### src/rtl/perwr_guard_pkg.sv
package perwr_guard_pkg;
   typedef enum logic [1:0] {
      OP_NONE = 2'd0,
      OP_SET  = 2'd1,
      OP_CLR  = 2'd2,
      OP_READ = 2'd3
   } cfg_op_e;
endpackage

### src/rtl/perwr_decode.sv
module perwr_decode
   import perwr_guard_pkg::*;
#(
   parameter int          ADDR_W   = 4,
   parameter logic [ADDR_W-1:0] SET_ADDR = 3,
   parameter logic [ADDR_W-1:0] CLR_ADDR = 2
) (
   input  logic              sel,
   input  logic              wr,
   input  logic [ADDR_W-1:0] addr,
   output cfg_op_e           op
);
   logic hit_set, hit_clr;
   assign hit_set = (addr == SET_ADDR);
   assign hit_clr = (addr == CLR_ADDR);

   always_comb begin
      op = OP_NONE;
      if (sel) begin
         if (!wr && (hit_set || hit_clr)) op = OP_READ;
         else if (wr && hit_set)          op = OP_SET;
         else if (wr && hit_clr)          op = OP_CLR;
      end
   end
endmodule

### src/rtl/perwr_prot_reg.sv
module perwr_prot_reg
   import perwr_guard_pkg::*;
#(
   parameter int           N       = 12,
   parameter logic [N-1:0] RST_VAL = '0
) (
   input  logic         clk,
   input  logic         rst_n,
   input  cfg_op_e      op,
   input  logic [N-1:0] wdata,
   input  logic         dbg,
   output logic [N-1:0] prot,
   output logic         err_q,
   output logic [N-1:0] rdata_q
);
   logic [N-1:0] prot_nxt;
   logic         fault;

   always_comb begin
      prot_nxt = prot;
      fault    = 1'b0;
      unique case (op)
         OP_SET: begin
            prot_nxt = prot | wdata;
            fault    = |(prot & wdata);
         end
         OP_CLR: begin
            prot_nxt = prot & ~wdata;
            fault    = |(~prot & wdata);
         end
         default: ;
      endcase
   end

   always_ff @(posedge clk or negedge rst_n) begin
      if (!rst_n) begin
         prot    <= RST_VAL;
         err_q   <= 1'b0;
         rdata_q <= '0;
      end else begin
         prot    <= prot_nxt;
         err_q   <= fault && !dbg;
         rdata_q <= (op == OP_READ) ? prot : '0;
      end
   end

   assert_set_takes_R2: assert property (@(posedge clk) disable iff (!rst_n)
      (op == OP_SET) |=> ((prot & $past(wdata)) == $past(wdata)));
   assert_clr_takes_R3: assert property (@(posedge clk) disable iff (!rst_n)
      (op == OP_CLR) |=> ((prot & $past(wdata)) == '0));
   assert_hold_R10: assert property (@(posedge clk) disable iff (!rst_n)
      (op == OP_NONE || op == OP_READ) |=> $stable(prot));
   assert_dbg_quiet_R9: assert property (@(posedge clk) disable iff (!rst_n)
      dbg |=> !err_q);
endmodule

### src/rtl/perwr_gate.sv
module perwr_gate #(
   parameter int N     = 12,
   parameter int IDX_W = 4
) (
   input  logic             clk,
   input  logic             rst_n,
   input  logic [N-1:0]     prot,
   input  logic             acc_valid,
   input  logic             acc_wr,
   input  logic [IDX_W-1:0] acc_idx,
   input  logic             acc_dbg,
   output logic [N-1:0]     per_sel,
   output logic             acc_err_q
);
   logic [N-1:0] blocked;

   for (genvar n = 0; n < N; n++) begin : g_port
      logic hit;
      assign hit        = acc_valid && (acc_idx == IDX_W'(n));
      assign blocked[n] = hit && acc_wr && !acc_dbg && prot[n];
      assign per_sel[n] = hit && !blocked[n];
   end

   always_ff @(posedge clk or negedge rst_n) begin
      if (!rst_n) acc_err_q <= 1'b0;
      else        acc_err_q <= |blocked;
   end

   assert_sel_onehot_R6: assert property (@(posedge clk) disable iff (!rst_n)
      $onehot0(per_sel));
   assert_block_R5: assert property (@(posedge clk) disable iff (!rst_n)
      (acc_valid && acc_wr && !acc_dbg && ({1'b0, acc_idx} < (IDX_W+1)'(N))
       && ((prot >> acc_idx) & N'(1)) != '0) |-> (per_sel == '0));
   assert_err_src_R5: assert property (@(posedge clk) disable iff (!rst_n)
      acc_err_q |-> ($past(per_sel) == '0));
   assert_dbg_pass_R9: assert property (@(posedge clk) disable iff (!rst_n)
      (acc_valid && acc_dbg && ({1'b0, acc_idx} < (IDX_W+1)'(N)))
      |-> ($countones(per_sel) == 1));
   assert_range_R10: assert property (@(posedge clk) disable iff (!rst_n)
      ({1'b0, acc_idx} >= (IDX_W+1)'(N)) |-> (per_sel == '0));
endmodule

### src/rtl/perwr_guard.sv
module perwr_guard
   import perwr_guard_pkg::*;
#(
   parameter int                N        = 12,
   parameter int                ADDR_W   = 4,
   parameter logic [ADDR_W-1:0] SET_ADDR = 3,
   parameter logic [ADDR_W-1:0] CLR_ADDR = 2,
   parameter logic [N-1:0]      RST_VAL  = '0,
   localparam int               IDX_W    = (N > 1) ? $clog2(N) : 1
) (
   input  logic              clk,
   input  logic              rst_n,
   input  logic              cfg_sel,
   input  logic              cfg_wr,
   input  logic [ADDR_W-1:0] cfg_addr,
   input  logic [N-1:0]      cfg_wdata,
   input  logic              cfg_dbg,
   output logic [N-1:0]      cfg_rdata,
   output logic              cfg_err,
   input  logic              acc_valid,
   input  logic              acc_wr,
   input  logic [IDX_W-1:0]  acc_idx,
   input  logic              acc_dbg,
   output logic [N-1:0]      per_sel,
   output logic              acc_err
);
   if (N < 1 || N > 32) begin : g_bad_n
      $error("perwr_guard: N must be 1..32");
   end
   if (SET_ADDR == CLR_ADDR) begin : g_bad_addr
      $error("perwr_guard: set and clear aliases must differ");
   end

   cfg_op_e      op;
   logic [N-1:0] prot;

   perwr_decode #(
      .ADDR_W(ADDR_W), .SET_ADDR(SET_ADDR), .CLR_ADDR(CLR_ADDR)
   ) u_dec (
      .sel(cfg_sel), .wr(cfg_wr), .addr(cfg_addr), .op(op)
   );

   perwr_prot_reg #(.N(N), .RST_VAL(RST_VAL)) u_reg (
      .clk(clk), .rst_n(rst_n), .op(op), .wdata(cfg_wdata), .dbg(cfg_dbg),
      .prot(prot), .err_q(cfg_err), .rdata_q(cfg_rdata)
   );

   perwr_gate #(.N(N), .IDX_W(IDX_W)) u_gate (
      .clk(clk), .rst_n(rst_n), .prot(prot), .acc_valid(acc_valid),
      .acc_wr(acc_wr), .acc_idx(acc_idx), .acc_dbg(acc_dbg),
      .per_sel(per_sel), .acc_err_q(acc_err)
   );

   assert_err_pulse_R11: assert property (@(posedge clk) disable iff (!rst_n)
      (!cfg_sel) |=> !cfg_err);
   assert_rdata_idle_R4: assert property (@(posedge clk) disable iff (!rst_n)
      (!cfg_sel || cfg_wr) |=> (cfg_rdata == '0));
endmodule

### config.mk
export PLATFORM = sky130hd
export DESIGN_NAME = perwr_guard
export DESIGN_NICKNAME = d
export VERILOG_FILES = /design/src/rtl/perwr_guard_pkg.sv /design/src/rtl/perwr_decode.sv /design/src/rtl/perwr_prot_reg.sv /design/src/rtl/perwr_gate.sv /design/src/rtl/perwr_guard.sv
export SDC_FILE = /design/constraint.sdc
export NUM_CORES = 1
export LEC_CHECK = 0
export BUFFER_PORTS_ARGS = -buffer_cell sky130_fd_sc_hd__buf_2
export CAP_MARGIN = 0
export CORE_AREA = 2 2 61 63
export CTS_CLUSTER_DIAMETER = 40
export DETAILED_ROUTE_END_ITERATION = 8
export DIE_AREA = 0 0 63 65
export GPL_TIMING_DRIVEN = 0
export PLACE_DENSITY_LB_ADDON = 0.1
export SYNTH_ARGS = -nofsm -noshare
export SYNTH_HDL_FRONTEND = slang
export SYNTH_SLANG_ARGS = --single-unit
### constraint.sdc
create_clock -name clk -period 1.05 [get_ports clk]
set_input_delay 0.0525 -clock clk [delete_from_list [all_inputs] [get_ports clk]]
set_output_delay 0.0525 -clock clk [all_outputs]
set_load 0.05 [all_outputs]
==> summary.md, run 1 <==
| Metric | Value |
|---|---|
| Outcome | `complete, but fails checks` |
| Failing checks | `negative setup slack` |
| Layout cell share with drive strength beyond 1 | `50.00%` |
| VDD IR-drop max | `0.0007605 V` |
| Gate Count Post-Synth | `156` |
| Worst Path Max Fanout | `2` |
| Sink Count | `26` |
| Asr flop ratio synth | `100.0%` |
| Iteration-0 DRC Markers | `77` |
| Post-DR wirelength/cell | `15.86 um` |
| Worst setup path class | `flop to output pin` |
| Area leader, netlist | `dfrtp_1` |
| Max clock buf depth | `2` |
| Clk_lat worst skew | `0.33 ns` |
| Die height | `65 um` |
| Worst hold path depth | `3` |
| Yosys warns | `0` |
| Fin crit share | `130.6%` |
| Synth Flop Type | `dfrtp_1` |
| Tot GR Track Use | `23.63%` |
| CP Launch Type | `flop` |
| Core Region | `3496 um2` |
| GP Congestion | `0.8813` |
| Slew @ Worst Pin | `0.5598 ns` |
| Placed cells | `256` |
| Leak Pwr | `1.125 nW` |
| Setup TNS | `-3.607 ns` |
| Max Slew Vio Count | `0` |
| Wire length on met2 | `2357 um` |
| Post-synth EDFFs | `0` |
| R2r worst-path depth | `5` |
| Min Clock Period, post-route | `1.372 ns` |
| Syn Std Cell Area | `1461 um2` |
| Worst path arrival time | `1.32 ns` |
| Top-area cell type share of the netlist area | `44.52%` |
| Most frequent cell after synthesis | `dfrtp_1` |
| Antenna Nets Post-Route | `0` |
| Vias per cell | `5.346` |
| Max-cap violations | `0` |
| DIE WIDTH | `63 um` |
| Via Count | `1,529` |
| Unrepaired setup endpoints after global routing | `yes` |
| Avg Inst Size Synth | `9.368 um2` |
| Die footprint | `4095 um2` |
| Critical path capture point type | `output pin` |
| Power per cell area | `1305 nW/um2` |
| Top Metal Used | `met4` |
| Req. time, crit path | `1.00 ns` |
| Met3 wire length | `243 um` |
| Initial antenna violation count | `0` |
| Number of global-route vias before repair | `1,503` |
| F_max | `0.7291 GHz` |
| Total wire length | `4536 um` |
| Synthesized flop and latch total | `26` |
| CTS H-Tree Depth | `1` |
| Slew Limit Headroom | `62.68%` |
| Final setup fails | `14` |
| Number of port buffers | `52` |
| Largest net degree at the start of global routing | `27` |
| Grt ovf | `0` |
| Top post-synthesis cells by count | `dfrtp_1 (26), inv_1 (16), o31ai_1 (16)` |
| CTS tree | `done` |
| Final WS setup | `-0.3216 ns` |
| Syn-to-layout area delta | `69.86%` |
| Final Skew | `0.002822 ns` |
| HP Class | `input pin to flop` |
| Synth area leaders | `dfrtp_1 (45%), o31ai_1 (8.2%), a211oi_1 (5.1%)` |
| Nets | `270` |
| Initial core utilization | `41.80%` |
| First-pass GRT wire length | `7486 um` |
| Post-DP Area | `2024 um2` |
| Sequential share of the synthesized area | `44.52%` |
| Post-DP HPWL | `3047 um` |
| Clock-pin slew on the worst setup and hold paths | `0.15 ns` |
| DRC | `0` |
| Num rows | `22` |
| Root Driver | `clkbuf_4` |
| First-pass detailed-route iteration total | `4` |
| Met1 wire length | `1901 um` |
| Fin area | `2482 um2` |
| Non-Filler Instances | `286` |
| Syn_nets | `187` |
| Final hold viol count | `0` |
| CTS Buf Count | `3` |
| Antenna Cells | `0` |
| Unique masters post-synth | `27` |
| IO Count | `54` |
## final cells by class
class / instances / area, um2
clock buffer: 3 / 22.52
sequential: 26 / 665.6
clock inverter: 1 / 30.03
fill: 260 / 1013
multi-input combinational: 106 / 980.9
buffer: 8 / 83.83
timing repair buffer: 78 / 579.3
tap: 48 / 60.06
inverter: 16 / 60.06
## per-stage QoR
step	hold slack (ns)	power [mW]	utilization [%]	worst slack, ns
6_report	0.01110	3.241	71.01	-0.3216
5_1_grt	0.01208	3.388	71.01	-0.3629
4_1_cts	0.0006415	3.141	69.18	-0.3350
3_5_place_dp	0.08533	2.129	57.91	-0.3414
3_3_place_gp	0.06942	2.114	57.91	-0.2753
2_1_floorplan	-0.2431	1.851	-	-0.2806
## placed cells by master, fill, tap and decap left out, types with 2 or more instances in the layout
cell type / count
o31ai_1: 13
o21ai_2: 4
buf_8: 3
o21ai_1: 4
ha_1: 2
nand2_1: 10
nor3b_1: 2
a22oi_2: 2
buf_2: 40
a22oi_1: 4
nor3_1: 2
nand2b_1: 10
dfrtp_2: 12
o22ai_1: 2
dlygate4sd3_1: 14
o2111ai_1: 3
dfrtp_1: 14
buf_4: 11
clkbuf_4: 4
and2_1: 12
o21ai_0: 5
a211oi_4: 9
mux2i_1: 3
a2111oi_4: 3
inv_1: 15
buf_6: 15
o31ai_2: 2
## worst max-delay path: stages (launching register included)
cell	delay, ns
dfrtp_2	0.47
a2111oi_4	0.31
buf_6	0.21
## cells by family (layout without fill, tap and decap cells)
group,Yosys count,after routing,synth area share (%)
compound gates,55,55,26.29
fa+ha+maj,3,3,2.569
buf+inv,24,106,6.593
flops,26,26,44.52
mux,3,3,2.055
simple gates,45,45,17.98
## layer usage
metal	up-vias	GRT usage (%)
met4	0	5.833
li1	723	-
met2	57	40.43
met1	743	31.46
met5	-	0
met3	6	3.472
## final timing paths
check / start / end / slack (ns)
worst min-delay path: cfg_wdata[1] / flop / 0.01
worst max-delay path: flop / per_sel[8] / -0.32
max in group asynchronous: rst_n / asynchronous set/reset pin / 0.43
worst max register to register: flop / u_gate.acc_err_q / -0.31
min in group asynchronous: rst_n / u_reg.rdata_q[4] / 0.22
worst min register to register: flop / flop / 0.63
## timing repair
action                                  4_1_cts  5_1_grt
hold buffers                                 14        0
pin swaps                                     5        1
resized for setup                            41       19
hold endpoints to repair                     38        0
endpoints found under the setup margin       14       37
buffers inserted                             12        0
## where the power goes
group	total [mW]	switching [mW]	internal, mW	leakage, nW
clock network	0.710	0.323	0.386	0.0279
registers	1.44	0.276	1.16	0.326
logic	1.09	0.524	0.571	0.771
total	3.24	1.12	2.12	1.12
Power figures use the tool's default switching activity.
==> run 2, diff against run 1 <==
==> constraint.sdc (replaced) <==
create_clock -name clk -period 1.05 [get_ports clk]
set_input_delay 0.21 -clock clk [delete_from_list [all_inputs] [get_ports clk]]
set_output_delay 0.21 -clock clk [all_outputs]
set_load 0.05 [all_outputs]
==> run 2 against run 1 <==
The run still ends with negative setup slack left. Design area grew 17%. Hold slack gained 0.047 ns. Non-clock buffer count grew 5. Count of clock-buffer cells in the layout is the same. First-iteration DRC count grew 18%. Fmax shrank 17%. Final cell count grew 1.7%. Critical path type is now flop to flop. Via count grew 11%. Flip-flop and latch count is the same.
==> summary.md, run 2 (synthesis results as in run 1) <==
| Metric | Value |
|---|---|
| CTS tree | `done` |
| Post-place setup slack | `-0.6020 ns (-0.2606 ns)` |
| Number of global-route vias before repair | `1,717 (+14%)` |
| Total power | `3.879 mW (+20%)` |
| CTS H-Tree Depth | `1 (unchanged)` |
| Tot GR Track Use | `27.29% (+3.7 points)` |
| Initial core utilization | `41.80% (unchanged)` |
| Worst Path Max Fanout | `5 (+3)` |
| VDD IR-drop max | `0.001274 V (+68%)` |
| Die footprint | `4095 um2 (unchanged)` |
| Via Count | `1,693 (+11%)` |
| Layout filler cell count | `206 (-21%)` |
| Total wire length | `5929 um (+31%)` |
| Worst setup path class | `flop to flop` |
| Failing checks | `negative setup slack` |
| Outcome | `complete, but fails checks` |
| Core Region | `3496 um2 (unchanged)` |
| Clk_lat worst skew | `0.36 ns (+0.03 ns)` |
| Number of port buffers | `52 (unchanged)` |
| DIE WIDTH | `63 um (unchanged)` |
| Num rows | `22 (unchanged)` |
| Largest net degree at the start of global routing | `27 (unchanged)` |
| Fin crit share | `157.4% (+27 points)` |
| Req. time, crit path | `1.30 ns (+0.30 ns)` |
| CP Launch Type | `flop` |
| First-pass GRT wire length | `8362 um (+12%)` |
| IO Count | `54 (unchanged)` |
| CTS Buf Count | `3 (unchanged)` |
| Nets | `275 (+1.9%)` |
| Leak Pwr | `1.248 nW (+11%)` |
| Final setup fails | `41 (+27)` |
| HP Class | `input pin to flop` |
| Slew Limit Headroom | `61.79% (-0.89 points)` |
| DRC | `0 (unchanged)` |
| Antenna Nets Post-Route | `0 (unchanged)` |
| Root Driver | `clkbuf_4` |
| F_max | `0.6050 GHz (-17%)` |
| Critical path capture point type | `flop` |
| Slew @ Worst Pin | `0.5732 ns (+0.01339 ns)` |
| Commonest non-fill, non-tap cell in the layout | `buf_6` |
| Final hold slack | `0.05804 ns (+0.04694 ns)` |
| Iteration-0 DRC Markers | `91 (+18%)` |
| Post-DR wirelength/cell | `20.37 um (+28%)` |
| Clock-pin slew on the worst setup and hold paths | `0.17 ns (+0.02 ns)` |
| Layout cell share with drive strength beyond 1 | `68.31% (+18 points)` |
| Die height | `65 um (unchanged)` |
| Final Skew | `0.02974 ns (+0.02692 ns)` |
| Post-DP HPWL | `3002 um (-1.5%)` |
| Most frequent cells in the layout | `buf_6 (44), buf_2 (24), inv_1 (14), dfrtp_1 (14)` |
| Syn-to-layout area delta | `99.49%` |
| GP Congestion | `0.9001 (+2.1%)` |
| Final hold viol count | `0 (unchanged)` |
| Sink Count | `26 (unchanged)` |
| Worst path arrival time | `1.91 ns (+0.59 ns)` |
| Antenna Cells | `0 (unchanged)` |
| First-pass detailed-route iteration total | `4 (unchanged)` |
| Final WS setup | `-0.6029 ns (-0.2813 ns)` |
| Initial antenna violation count | `0 (unchanged)` |
| Min Clock Period, post-route | `1.653 ns (+0.2813 ns)` |
| Grt ovf | `0 (unchanged)` |
| Unrepaired setup endpoints after global routing | `yes` |
| Max clock buf depth | `2 (unchanged)` |
| Max Slew Vio Count | `0 (unchanged)` |
| Max-cap violations | `0 (unchanged)` |
| Power per cell area | `1331 nW/um2 (+1.9%)` |
| Vias per cell | `5.818 (+8.8%)` |
[run 2: changes by cell type in the layout (fill, tap and decap cells not counted), sizes merged]
cell         previous run  this run
buf                    69        83
clkbuf                  6         9
dlygate4sd3            14         2
[run 2: routing by layer]
metal  vias to the layer above  global-route usage (%)  part of all wire (%)
met5                         -                       0                     0
met4                         0                   16.39                   4.6
met3                        27                   4.514                   7.7
met2                       106                   49.47                    51
met1                       824                   29.90                    36
li1                        736                       -                     -
[run 2: report_power, final]
group	total (mW)	internal (mW)	switching [mW]	leakage, nW
Clock	0.730	0.387	0.344	0.0279
Sequential	1.37	1.16	0.209	0.326
Combinational	1.78	0.895	0.886	0.894
Total	3.88	2.44	1.44	1.25
[run 2: worst paths after layout]
kind,from,cells past startpoint,slack (ns),to
max,flop,7,-0.60,u_gate.acc_err_q
min,acc_idx[2],2,0.06,u_gate.acc_err_q
max reg2reg,flop,7,-0.60,u_gate.acc_err_q
min reg2reg,flop,3,0.69,flop
max in group asynchronous,rst_n,2,0.24,asynchronous set/reset pin
min in group asynchronous,rst_n,2,0.36,u_gate.acc_err_q
[run 2: worst max-delay path: stages (launching register included)]
cell and delay (ns):
dfrtp_2 0.48, buf_6 0.13, buf_6 0.10, buf_6 0.12
mux2i_1 0.20, nor3b_2 0.08, o311ai_1 0.30, o31ai_1 0.13
[run 2: metrics by stage]
| stage | util (%) | instance area, um2 | setup TNS, ns | std cells |
|---|---|---|---|---|
| floorplan | - | 1784 | -7.644 | 156 |
| global placement | 60.20 | 2105 | -12.90 | 256 |
| detailed placement | 60.20 | 2105 | -13.68 | 256 |
| CTS | 79.17 | 2768 | -6.004 | 286 |
| global route | 83.39 | 2915 | -9.126 | 291 |
| finish | 83.39 | 2915 | -7.715 | 291 |
[run 2: repair_timing]
item,4_1_cts,5_1_grt
hold buffers,1,1
cloned,2,0
endpoints found under the hold margin,26,1
setup endpoints to repair,40,43
setup buffers,23,5
pin swaps,19,8
resized for setup,116,21
[run 2: cell type report]
type	count	area [um2]	share of cell area (%)
repair buffers	83	743.2	25.49
multi-input cells	106	1190	40.82
clock inverters	1	30.03	1.030
inverters	16	60.06	2.060
plain buffers	8	143.9	4.936
clock buffers	3	22.52	0.7725
flip-flops and latches	26	665.6	22.83
well taps	48	60.06	2.060
==> run 3, diff against run 2 <==
--- a/config.mk
+++ b/config.mk
@@ -7,10 +7,10 @@
 export LEC_CHECK = 0
 export BUFFER_PORTS_ARGS = -buffer_cell sky130_fd_sc_hd__buf_2
 export CAP_MARGIN = 0
-export CORE_AREA = 2 2 61 63
+export CORE_AREA = 2 2 80 82
 export CTS_CLUSTER_DIAMETER = 40
 export DETAILED_ROUTE_END_ITERATION = 8
-export DIE_AREA = 0 0 63 65
+export DIE_AREA = 0 0 82 84
 export GPL_TIMING_DRIVEN = 0
 export PLACE_DENSITY_LB_ADDON = 0.1
 export SYNTH_ARGS = -nofsm -noshare
==> run 3 against run 2 <==
The run still ends with negative setup slack left. Critical endpoint is now per_sel[0]. Routed wire length fell by 13%. Highest routed layer unchanged. Sequential share of layout area shrank 0.43 points. Critical path type is now flop to output pin. Largest power group unchanged. Count of clock-buffer cells in the layout did not move. Final cell count is 11% higher.
==> summary.md, run 3 (synthesis results as in run 1) <==
| Metric | Value |
|---|---|
| Leak Pwr | `1.281 nW (+2.6%)` |
| Crit-path slowest cell | `dfrtp_2` |
| Num rows | `29 (+32%)` |
| Max clock buf depth | `2 (unchanged)` |
| First-pass detailed-route iteration total | `4 (unchanged)` |
| Clock-pin slew on the worst setup and hold paths | `0.09 ns (-0.08 ns)` |
| Slew @ Worst Pin | `0.5800 ns (+0.006820 ns)` |
| Unrepaired setup endpoints after global routing | `yes` |
| Fin crit share | `138.6% (-19 points)` |
| Via Count | `1,540 (-9.0%)` |
| Req. time, crit path | `0.84 ns (-0.46 ns)` |
| Worst setup path class | `flop to output pin` |
| Number of global-route vias before repair | `1,480 (-14%)` |
| F_max | `0.6871 GHz (+14%)` |
| Layout cell share with drive strength beyond 1 | `69.80% (+1.5 points)` |
| Outcome | `complete, but fails checks` |
| DIE WIDTH | `82 um (+30%)` |
| Sink Count | `26 (unchanged)` |
| Final hold slack | `0.08931 ns (+0.03127 ns)` |
| Final WS setup | `-0.4053 ns (+0.1976 ns)` |
| Failing checks | `negative setup slack` |
| Initial antenna violation count | `0 (unchanged)` |
| IO Count | `54 (unchanged)` |
| Clk_lat worst skew | `0.27 ns (-0.09 ns)` |
| Max Slew Vio Count | `0 (unchanged)` |
| Syn-to-layout area delta | `103.3%` |
| Crit-path cells | `a2111oi_4 -> buf_6` |
| Post-DP HPWL | `3373 um (+12%)` |
| Final hold viol count | `0 (unchanged)` |
| Final setup fails | `26 (-37%)` |
| Critical path capture point type | `output pin` |
| Max-cap violations | `0 (unchanged)` |
| Slew Limit Headroom | `61.33% (-0.45 points)` |
| CP peak stage delay | `0.46 ns (-0.02 ns)` |
| Initial core utilization | `23.97% (-18 points)` |
| Tot GR Track Use | `15.20% (-12 points)` |
| GP Congestion | `0.7926 (-12%)` |
| Die height | `84 um (+29%)` |
| CTS Buf Count | `3 (unchanged)` |
| Total wire length | `5141 um (-13%)` |
| CTS H-Tree Depth | `1 (unchanged)` |
| Grt ovf | `0 (unchanged)` |
| HP Class | `input pin to flop` |
| Total power | `3.492 mW (-10%)` |
| Final Skew | `0.002880 ns (-0.02686 ns)` |
| Antenna Cells | `0 (unchanged)` |
| Post-place setup slack | `-0.5822 ns (+0.01975 ns)` |
| Setup TNS | `-6.148 ns (+1.567 ns)` |
| Nets | `278 (+1.1%)` |
| Layout filler cell count | `581 (+180%)` |
| Root Driver | `clkbuf_8` |
| VDD IR-drop max | `0.0005093 V (-60%)` |
| CTS tree | `done` |
| Largest net degree at the start of global routing | `27 (unchanged)` |
| Worst Path Max Fanout | `2 (-3)` |
| Worst Path Buf+Inv | `1 (-2)` |
| Commonest non-fill, non-tap cell in the layout | `buf_6` |
| DRC | `0 (unchanged)` |
| Power per cell area | `1175 nW/um2 (-12%)` |
| Iteration-0 DRC Markers | `63 (-31%)` |
| Vias per cell | `4.783 (-18%)` |
| CP top delay family | `flip-flops` |
| Min Clock Period, post-route | `1.455 ns (-0.1976 ns)` |
| First-pass GRT wire length | `7838 um (-6.3%)` |
| CP Launch Type | `flop` |
| Core Region | `6096 um2 (+74%)` |
| Die footprint | `6888 um2 (+68%)` |
| Number of port buffers | `52 (unchanged)` |
| Post-DR wirelength/cell | `15.97 um (-22%)` |
| Antenna Nets Post-Route | `0 (unchanged)` |
| Most frequent cells in the layout | `buf_6 (36), buf_2 (23), buf_4 (23)` |
| Worst path arrival time | `1.25 ns (-0.66 ns)` |
## run 3: layout make-up
| cell class | count | area, um2 | share of cell area [%] |
|---|---|---|---|
| multi-input cells | 106 | 1197 | 40.29 |
| inverters | 16 | 60.06 | 2.021 |
| repair buffers | 86 | 760.7 | 25.60 |
| clock buffers | 3 | 41.29 | 1.389 |
| well taps | 77 | 96.34 | 3.242 |
| plain buffers | 8 | 150.1 | 5.053 |
| flip-flops and latches | 26 | 665.6 | 22.40 |
## run 3: worst paths after layout
path,start,to,slack [ns],cells after the start
max,flop,per_sel[0],-0.41,2
min,cfg_dbg,u_reg.err_q,0.09,2
max reg2reg,flop,u_gate.acc_err_q,-0.31,5
min reg2reg,flop,u_reg.rdata_q[11],0.62,1
max in group asynchronous,rst_n,asynchronous set/reset pin,0.16,2
min in group asynchronous,rst_n,u_reg.rdata_q[6],0.47,2
## run 3: where the power goes
part           total (mW)  internal, mW  switching (mW)
clock               0.559         0.257           0.302
combinational        1.50         0.820           0.676
sequential           1.44          1.16           0.277
## run 3: layer usage
metal	wire length, um	vias to the layer above	global-route usage (%)
li1	-	740	-
met1	2172	759	21.20
met2	2755	39	24.91
met3	182	2	1.623
met4	29	0	3.636
met5	0	-	0
## run 3: timing repair
item,4_1_cts,5_1_grt
hold endpoints to repair,26,0
setup endpoints to repair,40,49
resized for setup,98,40
setup buffers,14,17
hold buffers,1,0
pin swaps,17,17
gates cloned,2,1
## run 3: worst reg2reg max path, cell delays in order (launching register included)
cell      delay [ns]
dfrtp_2         0.45
buf_6           0.14
mux2i_1         0.15
nor3b_2         0.06
o311ai_1        0.30
o31ai_1         0.13
## run 3: through the flow
step                      util, %  std cells  instance area, um2
after global placement      35.12        285                2141
final                       48.75        322                2972
after CTS                   43.39        305                2645
after floorplan                 -        156                1784
after detailed placement    35.12        285                2141
after global routing        48.75        322                2972
